## src/rtl/chop_pkg.sv

```systemverilog
package chop_pkg;

  typedef enum logic [1:0] {
    ST_IDLE = 2'd0,
    ST_DEAD = 2'd1,
    ST_ON   = 2'd2,
    ST_OFF  = 2'd3
  } chop_state_t;

  typedef struct packed {
    logic hs_a;
    logic ls_a;
    logic hs_b;
    logic ls_b;
  } gate_t;

  localparam gate_t GATES_OPEN = '{hs_a: 1'b0, ls_a: 1'b0, hs_b: 1'b0, ls_b: 1'b0};

endpackage

```

## src/rtl/chop_timer.sv

```systemverilog
// Loadable down-counter; zero_o marks expiry.
module chop_timer #(
  parameter int unsigned W = 4
) (
  input  logic         clk,
  input  logic         rst,
  input  logic         clr_i,
  input  logic         load_i,
  input  logic [W-1:0] load_val_i,
  output logic         zero_o
);

  logic [W-1:0] cnt;

  always_ff @(posedge clk) begin
    if (rst || clr_i) begin
      cnt <= '0;
    end else if (load_i) begin
      cnt <= load_val_i;
    end else if (cnt != '0) begin
      cnt <= cnt - 1'b1;
    end
  end

  assign zero_o = (cnt == '0);

  a_r4_no_wrap: assert property (@(posedge clk) disable iff (rst)
    (!clr_i && !load_i && cnt == '0) |=> (cnt == '0));

endmodule

```

## src/rtl/chop_gate_map.sv

```systemverilog
// Maps controller state and direction onto the four bridge gates.
module chop_gate_map
  import chop_pkg::*;
(
  input  chop_state_t st_i,
  input  logic        dir_i,
  output gate_t       gates_o
);

  always_comb begin
    gates_o = GATES_OPEN;
    unique case (st_i)
      ST_ON: begin
        if (dir_i) begin
          gates_o.hs_b = 1'b1;
          gates_o.ls_a = 1'b1;
        end else begin
          gates_o.hs_a = 1'b1;
          gates_o.ls_b = 1'b1;
        end
      end
      ST_OFF: begin
        if (dir_i) gates_o.ls_a = 1'b1;
        else       gates_o.ls_b = 1'b1;
      end
      default: gates_o = GATES_OPEN;
    endcase
  end

endmodule

```

## src/rtl/toff_chopper.sv

```systemverilog
module toff_chopper
  import chop_pkg::*;
#(
  parameter int unsigned OFF_CYC   = 1500,
  parameter int unsigned BLANK_CYC = 50,
  parameter int unsigned DEAD_CYC  = 8
) (
  input  logic clk,
  input  logic rst,
  input  logic en_i,
  input  logic dir_i,
  input  logic trip_i,
  input  logic ovt_i,
  input  logic gsup_low_i,
  input  logic uvlo_i,
  output logic hs_a_o,
  output logic ls_a_o,
  output logic hs_b_o,
  output logic ls_b_o,
  output logic off_phase_o
);

  localparam int unsigned TMAX = (OFF_CYC > DEAD_CYC) ? OFF_CYC : DEAD_CYC;
  localparam int unsigned TW   = $clog2(TMAX + 1);
  localparam int unsigned BW   = $clog2(BLANK_CYC + 1);

  chop_state_t st, nxt;
  logic        cur_dir, dir_nxt;
  logic        active;
  logic        tmr_load, tmr_zero;
  logic [TW-1:0] tmr_val;
  logic        blk_load, blk_zero;
  gate_t       gate_nxt;

  assign active = en_i && !ovt_i && !gsup_low_i && !uvlo_i;

  always_comb begin
    nxt      = st;
    tmr_load = 1'b0;
    tmr_val  = TW'(DEAD_CYC - 1);
    blk_load = 1'b0;
    if (!active) begin
      nxt = ST_IDLE;
    end else begin
      unique case (st)
        ST_IDLE: begin
          nxt      = ST_DEAD;
          tmr_load = 1'b1;
        end
        ST_DEAD: begin
          if (tmr_zero) begin
            nxt      = ST_ON;
            blk_load = 1'b1;
          end
        end
        ST_ON: begin
          if (dir_i != cur_dir) begin
            nxt      = ST_DEAD;
            tmr_load = 1'b1;
          end else if (blk_zero && trip_i) begin
            nxt      = ST_OFF;
            tmr_load = 1'b1;
            tmr_val  = TW'(OFF_CYC - 1);
            blk_load = 1'b1;
          end
        end
        ST_OFF: begin
          if (dir_i != cur_dir) begin
            nxt      = ST_DEAD;
            tmr_load = 1'b1;
          end else if (tmr_zero) begin
            nxt      = ST_ON;
            blk_load = 1'b1;
          end
        end
        default: nxt = ST_IDLE;
      endcase
    end
  end

  assign dir_nxt = (nxt == ST_DEAD) ? dir_i : cur_dir;

  chop_timer #(.W(TW)) i_period_tmr (
    .clk        (clk),
    .rst        (rst),
    .clr_i      (!active),
    .load_i     (tmr_load),
    .load_val_i (tmr_val),
    .zero_o     (tmr_zero)
  );

  chop_timer #(.W(BW)) i_blank_tmr (
    .clk        (clk),
    .rst        (rst),
    .clr_i      (!active),
    .load_i     (blk_load),
    .load_val_i (BW'(BLANK_CYC)),
    .zero_o     (blk_zero)
  );

  chop_gate_map i_gate_map (
    .st_i    (nxt),
    .dir_i   (dir_nxt),
    .gates_o (gate_nxt)
  );

  always_ff @(posedge clk) begin
    if (rst) begin
      st          <= ST_IDLE;
      cur_dir     <= 1'b0;
      hs_a_o      <= 1'b0;
      ls_a_o      <= 1'b0;
      hs_b_o      <= 1'b0;
      ls_b_o      <= 1'b0;
      off_phase_o <= 1'b0;
    end else begin
      st          <= nxt;
      cur_dir     <= dir_nxt;
      hs_a_o      <= gate_nxt.hs_a;
      ls_a_o      <= gate_nxt.ls_a;
      hs_b_o      <= gate_nxt.hs_b;
      ls_b_o      <= gate_nxt.ls_b;
      off_phase_o <= (nxt == ST_OFF);
    end
  end

  a_r11_leg_a_exclusive: assert property (@(posedge clk) disable iff (rst)
    !(hs_a_o && ls_a_o));
  a_r11_leg_b_exclusive: assert property (@(posedge clk) disable iff (rst)
    !(hs_b_o && ls_b_o));
  a_r12_off_gates: assert property (@(posedge clk) disable iff (rst)
    off_phase_o |-> (!hs_a_o && !hs_b_o && (ls_a_o != ls_b_o)));
  a_r8_fault_opens: assert property (@(posedge clk) disable iff (rst)
    (ovt_i || gsup_low_i) |=> !(hs_a_o || ls_a_o || hs_b_o || ls_b_o));
  a_r9_uvlo_opens: assert property (@(posedge clk) disable iff (rst)
    uvlo_i |=> !(hs_a_o || ls_a_o || hs_b_o || ls_b_o));
  a_r10_disable_opens: assert property (@(posedge clk) disable iff (rst)
    !en_i |=> !(hs_a_o || ls_a_o || hs_b_o || ls_b_o || off_phase_o));
  a_r6_flip_opens: assert property (@(posedge clk) disable iff (rst)
    ((st == ST_ON || st == ST_OFF) && dir_i != cur_dir)
      |=> !(hs_a_o || ls_a_o || hs_b_o || ls_b_o));
  a_r3_trip_cuts_high: assert property (@(posedge clk) disable iff (rst)
    (active && st == ST_ON && blk_zero && trip_i && dir_i == cur_dir)
      |=> (off_phase_o && !hs_a_o && !hs_b_o));
  a_r5_blank_masks: assert property (@(posedge clk) disable iff (rst)
    (active && st == ST_ON && !blk_zero && dir_i == cur_dir) |=> (st == ST_ON));

endmodule

```

## config.mk

```make
export PLATFORM = sky130hd
export DESIGN_NAME = toff_chopper
export DESIGN_NICKNAME = d
export VERILOG_FILES = /design/src/rtl/chop_pkg.sv /design/src/rtl/chop_timer.sv /design/src/rtl/chop_gate_map.sv /design/src/rtl/toff_chopper.sv
export SDC_FILE = /design/constraint.sdc
export NUM_CORES = 1
export LEC_CHECK = 0
export BUFFER_PORTS_ARGS = -buffer_cell sky130_fd_sc_hd__buf_2
export CORE_MARGIN = 3
export CORE_UTILIZATION = 57
export CTS_CLUSTER_DIAMETER = 200
export DETAILED_ROUTE_END_ITERATION = 16
export GPL_TIMING_DRIVEN = 0
export PLACE_DENSITY = 0.77
export SLEW_MARGIN = 20
export SYNTH_ARGS = -nofsm -noshare
export SYNTH_HDL_FRONTEND = slang
export SYNTH_SLANG_ARGS = --single-unit
```

## constraint.sdc

```tcl
create_clock -name clk -period 2.7 [get_ports clk]
set_input_delay 0 -clock clk [delete_from_list [all_inputs] [get_ports clk]]
set_output_delay 0 -clock clk [all_outputs]
set_load 0.01 [all_outputs]
```

==> results.cfg <==
[power]
leakagePower_uw = 0.000545
vdd.ir_drop.worst_uv = 318
powerDensity_mw_per_mm2 = 404

[critical_path]
cp-start-kind = register
cp.required_ns = 2.91
cp-end-kind = register
crit_arrival_ns = 2.58
path_class = register to register
path_max_fanout = 10
rr_worst_depth = 7

[logic_synthesis]
synth.area.mux_share = 0.0509
async_reset_ff_frac = 0
netlist_area_mm2 = 0.00130
synthAdderAreaFrac = 0.0288
synth.largest_area_cell = dfxtp_1
synth_common_cells = dfxtp_1, a21oi_1, nor2_1, nand2_1, nor3_1
synth_cell_types = 50
synthesis.nets = 149
synth-compound-area-share = 0.223
avgSynthCellArea_um2 = 9.45
synth_edf_count = 0
yosys_register_bits = 25
synth_xor_area_frac = 0.0470
yosys.area_share.simple = 0.230
ys_warn_count = 0
synth_top_area_share = 0.384
synth_most_common_cell = dfxtp_1
syn_inst = 138
yosysSeqAreaShare = 0.384
synth_top_family_by_area = simple AND/OR/NAND/NOR gates
synth-main-ff-cell = dfxtp_1
synth_area_leaders = dfxtp_1, a21oi_1, xnor2_1

[floorplanning]
die_y_um = 53.8
io_pins = 13
die_w_um = 53.8
dieArea_mm2 = 0.00290
start_util = 0.632
rows = 16
core_area_mm2 = 0.00206

[sta]
tns_ns = 0
hold_viol = 0
fmax_mhz = 422
finalSetupViolations = 0
drv_slew = 0
rsz0062_at_grt = no
slew_headroom = 0.502
skew_ns = 0.0131
period_share = 0.878
tightest_slew_ns = 0.742
period_needed_ns = 2.37

[flow_run]
maxCapViolations = 0

[cells_and_area]
syn_to_final_growth_pct = 10.7
n_antenna_cell = 0
finalNetCount = 168
final_cell_area_mm2 = 0.00144
final_layout_size_suffix_gt1_frac = 0.218

[route]
vias_per_cell = 5.99
drc = 0
firstDrtPassIters = 4
num_vias = 1096
initialDrtViolationCount = 20
wire_per_inst_um = 13.8
ant_nets = 0
wirelength_um = 2530

[hold_path]
hp-class = input port to register
hold_path_depth = 4

[clock_tree]
cts_tree = built
cts_resized = 0
insertion_delay_ns = 0.32
cts.root.buffer_cell = clkbuf_4
path_clk_slew_ns = 0.12
htreeDepth = 1
cts_buffers = 3
clockBufferDepth = 2
cts_sinks = 25

[global_routing]
grt_max_degree = 14
gr-total-overflow = 0
antenna_found_initial = 0
grt_pass1_vias = 993
grt_pass1_wl_um = 4190
grtUsageTotal = 0.197

[outcome]
status = finished, final reports clean

[placement]
placed_area_mm2 = 0.00140
dp_hpwl_um = 1940
portBuffers = 12
gp_congestion = 0.795
## stage by stage
stage | hold slack (ns) | setup WS (ns) | util | power (uW) | std cells
4_1_cts | 0.105 | 0.301 | 0.700 | 590 | 183
3_5_place_dp | 0.317 | 0.332 | 0.678 | 424 | 177
2_1_floorplan | 0.155 | 0.659 | - | 412 | 138
5_1_grt | 0.148 | 0.154 | 0.700 | 602 | 183
3_3_place_gp | 0.305 | 0.388 | 0.678 | 422 | 177
6_report | 0.126 | 0.329 | 0.700 | 583 | 183
## cell usage in the layout (no fill, tap or decap), types with 3 or more instances in the layout
cell and count:
a211oi_1 3, a21oi_1 11, a31oi_1 3, buf_2 14, clkbuf_1 3, clkbuf_4 3
dfxtp_1 25, ha_1 3, inv_1 5, mux2i_1 4, nand2_1 7, nand2b_1 3
nor2_1 8, nor3_1 6, o21ai_0 4, o22ai_1 3, xnor2_1 5
## metal layers
metal | global-route usage | wire, um | share of wire | vias to the layer above
li1 | - | - | - | 554
met1 | 0.239 | 1140 | 0.45 | 511
met2 | 0.331 | 1250 | 0.50 | 27
met3 | 0.0277 | 109 | 0.043 | 4
met4 | 0.115 | 27 | 0.011 | 0
met5 | 0 | 0 | 0 | -
## repair_timing
item                      CTS  global route
hold buffers                2             0
hold endpoints to repair    3             0
setup buffers               0             0
## layout make-up
class	instances	area, um2
tap	27	33.8
multi-input combinational	103	756
clock buffer	4	26.3
fill	165	618
buffer	5	28.8
inverter	5	18.8
sequential	25	500
timing repair buffer	14	80.1
## logic make-up after synthesis
kind of cell | after synthesis
simple gates | 47
compound gates | 40
flops | 25
buf+inv | 10
xor+xnor | 7
mux | 6
fa+ha+maj | 3
## worst max-delay path: stages, from the launching register on
cell	delay [ns]
dfxtp_1	0.34
inv_1	0.09
ha_1	0.18
or3b_1	0.36
buf_6	0.15
nor4_4	0.59
a22oi_1	0.29
a2111oi_2	0.27
## where the power goes
part	total, uW	leakage (uW)	internal (uW)	switching [uW]
logic	46.3	0.000328	22.0	24.3
registers	372	0.000201	370	1.53
clock network	165	0.0000150	57.7	107
total	583	0.000545	450	133
## flip-flops by register name (all words and copies together) (netlist names)
| signal | count |
|---|---|
| i_blank_tmr.cnt | 6 |
| ls_b_o | 1 |
| cur_dir | 1 |
| hs_b_o | 1 |
| hs_a_o | 1 |
| off_phase_o | 1 |
| ls_a_o | 1 |
| i_period_tmr.cnt | 11 |
| st | 2 |
## worst paths after layout
kind / from / to / slack, ns
hold reg to reg: i_period_tmr.cnt[5] / i_period_tmr.cnt[5] / 0.51
setup reg to reg: i_period_tmr.cnt[0] / hs_a_o / 0.33
setup / recovery: i_period_tmr.cnt[0] / hs_a_o / 0.33
hold / removal: uvlo_i / cur_dir / 0.13
Power figures use the tool's default switching activity.
